==> src/rtl/ptw39_pkg.sv <==
package ptw39_pkg;
  localparam int VA_W        = 64;
  localparam int PA_W        = 56;
  localparam int PTE_W       = 64;
  localparam int PPN_W       = 44;
  localparam int PAGE_OFF_W  = 12;
  localparam int VPN_W       = 9;
  localparam int LEVELS      = 3;
  localparam int LVL_W       = $clog2(LEVELS);
  localparam int SV_VA_W     = PAGE_OFF_W + VPN_W * LEVELS;
  localparam int G_ROOT_XTRA = 2;
  localparam int G_VA_W      = SV_VA_W + G_ROOT_XTRA;
  localparam int ROOT_IDX_W  = VPN_W + G_ROOT_XTRA;
  localparam int PTE_SHIFT   = $clog2(PTE_W / 8);
  localparam int UPPER_W     = VA_W - SV_VA_W + 1;

  typedef enum logic [1:0] {
    ACC_LOAD  = 2'd0,
    ACC_STORE = 2'd1,
    ACC_FETCH = 2'd2,
    ACC_ALT   = 2'd3
  } acc_e;

  typedef enum logic [1:0] {
    ST_IDLE,
    ST_REQ,
    ST_WAIT,
    ST_DONE
  } walk_st_e;

  typedef struct packed {
    logic [PTE_W-PPN_W-10-1:0] hi;
    logic [PPN_W-1:0]          ppn;
    logic [1:0]                sw;
    logic                      d;
    logic                      a;
    logic                      g;
    logic                      u;
    logic                      x;
    logic                      w;
    logic                      r;
    logic                      v;
  } pte_t;

  // Index into the table at the given level; the top level of the
  // guest-physical stage takes the wider root index.
  function automatic logic [ROOT_IDX_W-1:0] vpn_index(
    input logic [G_VA_W-1:0] va,
    input logic [LVL_W-1:0]  lvl,
    input logic              guest
  );
    logic [ROOT_IDX_W-1:0] idx;
    idx = '0;
    for (int l = 0; l < LEVELS; l++) begin
      if (int'(lvl) == l) idx = ROOT_IDX_W'(va[PAGE_OFF_W + VPN_W*l +: VPN_W]);
    end
    if (guest && int'(lvl) == LEVELS - 1)
      idx = va[PAGE_OFF_W + VPN_W*(LEVELS-1) +: ROOT_IDX_W];
    return idx;
  endfunction

  // Byte address of an entry: table page base plus scaled index.
  function automatic logic [PA_W-1:0] entry_addr(
    input logic [PPN_W-1:0]      base,
    input logic [ROOT_IDX_W-1:0] idx
  );
    return {base, {PAGE_OFF_W{1'b0}}} + PA_W'({idx, {PTE_SHIFT{1'b0}}});
  endfunction
endpackage

==> src/rtl/ptw39_precheck.sv <==
module ptw39_precheck
  import ptw39_pkg::*;
(
  input  logic [UPPER_W-1:0] va_upper,
  input  logic               guest,
  output logic               upper_ok
);
  localparam int G_LO = G_VA_W - SV_VA_W + 1;

  logic sv_ok;
  logic g_ok;

  assign sv_ok    = (&va_upper) | ~(|va_upper);
  assign g_ok     = ~(|va_upper[UPPER_W-1:G_LO]);
  assign upper_ok = guest ? g_ok : sv_ok;
endmodule

==> src/rtl/ptw39_pte_eval.sv <==
module ptw39_pte_eval
  import ptw39_pkg::*;
(
  input  logic             f_v,
  input  logic             f_r,
  input  logic             f_w,
  input  logic             f_x,
  input  logic             f_u,
  input  logic [PPN_W-1:0] ppn,
  input  logic [LVL_W-1:0] level,
  input  logic [1:0]       acc,
  input  logic             smode,
  input  logic             guest,
  output logic             is_invalid,
  output logic             is_pointer,
  output logic             perm_ok,
  output logic             misaligned
);
  logic             as_user;
  logic             priv_ok;
  logic             kind_ok;
  logic [PPN_W-1:0] low_mask;

  assign is_invalid = ~f_v | (~f_r & f_w);
  assign is_pointer = ~is_invalid & ~f_r & ~f_x;

  assign as_user = guest | ~smode;
  assign priv_ok = as_user ? f_u : ~f_u;

  always_comb begin
    unique case (acc_e'(acc))
      ACC_STORE: kind_ok = f_w;
      ACC_FETCH: kind_ok = f_x;
      default:   kind_ok = f_r;
    endcase
  end

  assign perm_ok    = priv_ok & kind_ok;
  assign low_mask   = (PPN_W'(1) << (VPN_W * int'(level))) - PPN_W'(1);
  assign misaligned = |(ppn & low_mask);
endmodule

==> src/rtl/ptw39_pa_form.sv <==
module ptw39_pa_form
  import ptw39_pkg::*;
(
  input  logic [PAGE_OFF_W+VPN_W*(LEVELS-1)-1:0] va_low,
  input  logic [PPN_W-1:0]                       ppn,
  input  logic [LVL_W-1:0]                       level,
  output logic [PA_W-1:0]                        pa
);
  localparam int TOP_LO = VPN_W * (LEVELS - 1);

  assign pa[PAGE_OFF_W-1:0] = va_low[PAGE_OFF_W-1:0];

  for (genvar g = 0; g < LEVELS - 1; g++) begin : g_field
    assign pa[PAGE_OFF_W + g*VPN_W +: VPN_W] =
      (int'(level) > g) ? va_low[PAGE_OFF_W + g*VPN_W +: VPN_W]
                        : ppn[g*VPN_W +: VPN_W];
  end

  assign pa[PA_W-1:PAGE_OFF_W+TOP_LO] = ppn[PPN_W-1:TOP_LO];
endmodule

==> src/rtl/ptw39_walker.sv <==
module ptw39_walker
  import ptw39_pkg::*;
(
  input  logic              clk,
  input  logic              rst_n,
  input  logic              req_valid,
  output logic              req_ready,
  input  logic [VA_W-1:0]   req_vaddr,
  input  logic [1:0]        req_acc,
  input  logic              req_smode,
  input  logic              req_gstage,
  input  logic [PPN_W-1:0]  req_root,
  output logic              mem_req_valid,
  input  logic              mem_req_ready,
  output logic [PA_W-1:0]   mem_req_addr,
  input  logic              mem_rsp_valid,
  input  logic [PTE_W-1:0]  mem_rsp_data,
  output logic              rsp_valid,
  input  logic              rsp_ready,
  output logic              rsp_fault,
  output logic [LVL_W-1:0]  rsp_level,
  output logic [PA_W-1:0]   rsp_paddr
);
  walk_st_e          st_q;
  logic [G_VA_W-1:0] va_q;
  logic [1:0]        acc_q;
  logic              smode_q;
  logic              guest_q;
  logic [PPN_W-1:0]  base_q;
  logic [LVL_W-1:0]  lvl_q;
  logic              fault_q;
  logic [PA_W-1:0]   pa_q;

  pte_t      pte_in;
  logic      upper_ok;
  logic      is_invalid;
  logic      is_pointer;
  logic      perm_ok;
  logic      misaligned;
  logic [PA_W-1:0] leaf_pa;

  // Named internal events
  logic walk_accept;
  logic pte_take;
  logic step_down;
  logic leaf_ok;
  logic walk_fault;

  assign pte_in = pte_t'(mem_rsp_data);

  logic unused_pte_bits;
  assign unused_pte_bits = ^{pte_in.hi, pte_in.sw, pte_in.d, pte_in.a, pte_in.g};

  ptw39_precheck u_pre (
    .va_upper (req_vaddr[VA_W-1:SV_VA_W-1]),
    .guest    (req_gstage),
    .upper_ok (upper_ok)
  );

  ptw39_pte_eval u_eval (
    .f_v        (pte_in.v),
    .f_r        (pte_in.r),
    .f_w        (pte_in.w),
    .f_x        (pte_in.x),
    .f_u        (pte_in.u),
    .ppn        (pte_in.ppn),
    .level      (lvl_q),
    .acc        (acc_q),
    .smode      (smode_q),
    .guest      (guest_q),
    .is_invalid (is_invalid),
    .is_pointer (is_pointer),
    .perm_ok    (perm_ok),
    .misaligned (misaligned)
  );

  ptw39_pa_form u_pa (
    .va_low (va_q[PAGE_OFF_W+VPN_W*(LEVELS-1)-1:0]),
    .ppn    (pte_in.ppn),
    .level  (lvl_q),
    .pa     (leaf_pa)
  );

  assign walk_accept = req_valid & req_ready;
  assign pte_take    = (st_q == ST_WAIT) & mem_rsp_valid;
  assign step_down   = pte_take & is_pointer & (lvl_q != '0);
  assign leaf_ok     = pte_take & ~is_invalid & ~is_pointer & perm_ok & ~misaligned;
  assign walk_fault  = pte_take & ~step_down & ~leaf_ok;

  assign req_ready     = (st_q == ST_IDLE);
  assign mem_req_valid = (st_q == ST_REQ);
  assign mem_req_addr  = entry_addr(base_q, vpn_index(va_q, lvl_q, guest_q));
  assign rsp_valid     = (st_q == ST_DONE);
  assign rsp_fault     = fault_q;
  assign rsp_level     = lvl_q;
  assign rsp_paddr     = pa_q;

  always_ff @(posedge clk) begin
    if (!rst_n) begin
      st_q    <= ST_IDLE;
      va_q    <= '0;
      acc_q   <= '0;
      smode_q <= 1'b0;
      guest_q <= 1'b0;
      base_q  <= '0;
      lvl_q   <= '0;
      fault_q <= 1'b0;
      pa_q    <= '0;
    end else begin
      unique case (st_q)
        ST_IDLE: begin
          if (walk_accept) begin
            va_q    <= req_vaddr[G_VA_W-1:0];
            acc_q   <= req_acc;
            smode_q <= req_smode;
            guest_q <= req_gstage;
            base_q  <= req_root;
            lvl_q   <= LVL_W'(LEVELS - 1);
            fault_q <= ~upper_ok;
            pa_q    <= '0;
            st_q    <= upper_ok ? ST_REQ : ST_DONE;
          end
        end
        ST_REQ: begin
          if (mem_req_ready) st_q <= ST_WAIT;
        end
        ST_WAIT: begin
          if (step_down) begin
            lvl_q  <= lvl_q - LVL_W'(1);
            base_q <= pte_in.ppn;
            st_q   <= ST_REQ;
          end else if (pte_take) begin
            fault_q <= walk_fault;
            pa_q    <= leaf_ok ? leaf_pa : '0;
            st_q    <= ST_DONE;
          end
        end
        ST_DONE: begin
          if (rsp_ready) st_q <= ST_IDLE;
        end
        default: st_q <= ST_IDLE;
      endcase
    end
  end
endmodule

==> config.mk <==
export PLATFORM = sky130hd
export DESIGN_NAME = ptw39_walker
export DESIGN_NICKNAME = d
export VERILOG_FILES = /design/src/rtl/ptw39_pkg.sv /design/src/rtl/ptw39_precheck.sv /design/src/rtl/ptw39_pte_eval.sv /design/src/rtl/ptw39_pa_form.sv /design/src/rtl/ptw39_walker.sv
export SDC_FILE = /design/constraint.sdc
export NUM_CORES = 1
export LEC_CHECK = 0
export BUFFER_PORTS_ARGS = -buffer_cell sky130_fd_sc_hd__buf_2
export CELL_PAD_IN_SITES_DETAIL_PLACEMENT = 0
export CELL_PAD_IN_SITES_GLOBAL_PLACEMENT = 2
export CORE_MARGIN = 1
export CORE_UTILIZATION = 27
export CTS_CLUSTER_SIZE = 10
export DETAILED_ROUTE_END_ITERATION = 8
export PLACE_DENSITY_LB_ADDON = 0.1
export SLEW_MARGIN = 20
export SYNTH_ARGS = -nofsm -noshare
export SYNTH_HDL_FRONTEND = slang
export SYNTH_HIERARCHICAL = 1
export SYNTH_SLANG_ARGS = --single-unit
==> constraint.sdc <==
create_clock -name clk -period 4.1 [get_ports clk]
set_input_delay 0.82 -clock clk [delete_from_list [all_inputs] [get_ports clk]]
set_output_delay 0.82 -clock clk [all_outputs]
set_load 0.01 [all_outputs]
==> results.toml <==
[detailed_routing]
drt_pass1_iterations = 5
vias_per_cell = 4.79
dr_total_vias = 7612
drt-total-wl_mm = 28.2
wl_per_cell_um = 17.7
ant_nets = 0
drcViolationCount = 0
drt-initial-drc-count = 390

[global_route]
antenna_found_initial = 4
grt_max_degree = 61
grt_pass1_vias = 7293
grt_use_total_pct = 19.0
grt_pass1_wl_mm = 42.3
overflow = 0

[hold_path]
min_path_type = "reg -> reg"

[setup_path]
worst_setup_path_end_kind = "output pin"
worst-r2r-cell-count = 8
crit_path_start = "rsp_level[0]"
arrival_ns = 3.12
crit_required_ns = 3.28
critPathKind = "reg -> out"
startpoint_type = "flip-flop"
r2r_setup_slack_ns = 1.48
r2r-start = "rsp_level[1]"
r2r_end = "base_q[31]"
crit_end = "mem_req_addr[40]"
worstPathMaxFanout = 5

[synthesis]
syn_inst = 989
synth_area_leaders = "dfxtp_1, nand2_1, nor2_1"
synthesis.area_mm2 = 0.00780
ys_async_sr_fraction_pct = 0
synth_top_area_share_pct = 38.5
yosysMostFrequentCell = "nand2_1"
seq_area_frac_synth_pct = 38.5
synth.avg_cell_area_um2 = 7.88
synth-main-ff-cell = "dfxtp_1"
synthTopCellsByCount = "nand2_1, dfxtp_1, nor2_1"
ys_types = 58
yosys_warnings = 6
yosys.area.top_type = "dfxtp_1"
ys_ff_latch = 150
synth_edf_count = 0

[clock_tree]
clock_sinks = 150
insertion_delay_ns = 0.43
cts_tree = "built"
cts_hold_buf = 0
clk_pin_slew_ns = 0.07
cts_buffers = 17
htreeDepth = 4
cts-root-buf = "clkbuf_16"
cts_buffer_depth = 2

[pwr]
total_power_mw = 4.01
ir_drop_v = 0.000257
p_leak_nw = 4.20
p_per_area_mw_per_mm2 = 407

[sta]
fmax_ghz = 0.254
holdWs_ns = 0.451
worstMarginPinSlew_ns = 0.744
tns_ns = 0
hold_viol_final = 0
slew_headroom_pct = 50.4
setup_ws_ns = 0.164
rsz0062_at_grt = "true"
fin_crit_sh_pct = 96.0
report.final.slew_viol_count = 0
final-setup-viol-count = 0
worst_clock_skew_ns = 0.0157
layout_min_cycle_time_ns = 3.94

[placed_design]
place_hpwl_mm = 20.6
dp_slack_ns = 0.450
dpl_cell_area_mm2 = 0.00922
place_inst = 1553
io_buffer_count = 281
globalplace.congestion = 0.772

[layout]
final_util_pct = 35.1
nets = 1386
drive_above_1_share_pct = 31.8
fin_area_mm2 = 0.00985
stdcell_count = 1590
seq_area_mm2 = 0.00300
multi_input_area_mm2 = 0.00416
nFillCells = 3131
area_growth_pct = 26.4

[die]
die_h_um = 172
pin_count = 300
design.core.area_mm2 = 0.0281
die_area_mm2 = 0.0296
num_rows = 61
initial_core_util_pct = 27.8
die_w_um = 172

[flow_run]
max-cap-violations = 0

[status]
status = "completed"
-- sequential cells by signal, summed over array words and instances, names as in the netlist --
signal and cells:
rsp_paddr 56, base_q 44, va_q 41, acc_q 2, rsp_level 2, st_q 2
guest_q 1, rsp_fault 1, smode_q 1
-- critical path, stage by stage, from the launching register on --
cell and delay [ns]:
dfxtp_1 0.31, inv_1 0.07, ha_2 0.20, and3_4 0.20
ha_2 0.17, inv_1 0.05, fa_2 0.37, nand4b_1 0.30
or2_1 0.36, nor4_1 0.32, xor2_1 0.20, buf_2 0.16
-- kinds of logic after synthesis --
family	Yosys count	synth area share [%]
DFF	150	38.5
muxes	19	2.73
and+or+nand+nor	461	27.5
AOI/OAI and AO/OA	182	16.0
other	1	0.0481
xor gates and xnor gates	43	4.83
adders and majority gates	8	1.38
buffers and inverters	125	8.97
-- final cells by class --
type	count	share of cell area, %
diodes	3	0.0762
clock buffers	18	4.46
clock inverters	14	1.52
inverters	12	0.482
multi-input cells	716	42.2
flip-flops and latches	150	30.5
well taps	378	4.80
repair buffers	299	16.0
-- cell usage in the layout, fill, tap and decap left out, types with 2 or more instances in the layout --
cell type  instances
and2_2             2
a221oi_1           2
nor4_2             9
nand4b_1           3
a22oi_1           56
a211oi_1           3
inv_8              3
conb_1             3
diode_2            3
dfxtp_1          150
a21oi_1           56
nor2b_1            5
clkinv_4           2
nand2_1          216
buf_12             3
nor2_1           124
and2_1             2
nand3_1           17
a311oi_1          45
mux2_2            18
nand2b_1           3
buf_4             15
and4_1             4
ha_2               2
clkbuf_16         17
nand4_1           21
nor3_1            16
ha_1               5
inv_1             11
buf_2            281
and3_2             5
and3_1             4
xor2_1            21
nor4_1            11
inv_6              7
and4_2             3
xnor2_1           22
o21ai_0           15
-- worst min path at each step --
| stage | from | endpoint | slack, ns | depth (start not counted) |
|---|---|---|---|---|
| 4_1_cts | smode_q | smode_q | 0.46 | 2 |
| 3_5_place_dp | va_q[6] | va_q[6] | 0.45 | 2 |
| 6_report | smode_q | smode_q | 0.45 | 2 |
| 3_3_place_gp | va_q[9] | va_q[9] | 0.44 | 2 |
| 2_1_floorplan | smode_q | smode_q | 0.43 | 2 |
| 5_1_grt | va_q[5] | va_q[5] | 0.48 | 2 |
-- metal layers --
metal	global-route usage, %	vias to the layer above	part of all wire (%)
met1	25.2	3539	46
met5	0	-	0.039
met3	4.69	19	6.4
li1	-	3833	-
met2	30.9	219	47
met4	4.31	2	0.77
-- what timing repair did --
| action | in CTS | in global routing |
|---|---|---|
| resized for setup | 1 | 4 |
| setup buffers | 1 | 1 |
| pin swaps | 1 | 2 |
| setup endpoints to repair | 4 | 12 |
| cloned | 0 | 0 |
-- power breakdown --
group / switching (mW) / total (mW) / internal (mW)
Clock: 0.750 / 1.63 / 0.882
Combinational: 0.441 / 0.725 / 0.284
Sequential: 0.109 / 1.66 / 1.55
Power figures use the tool's default switching activity.
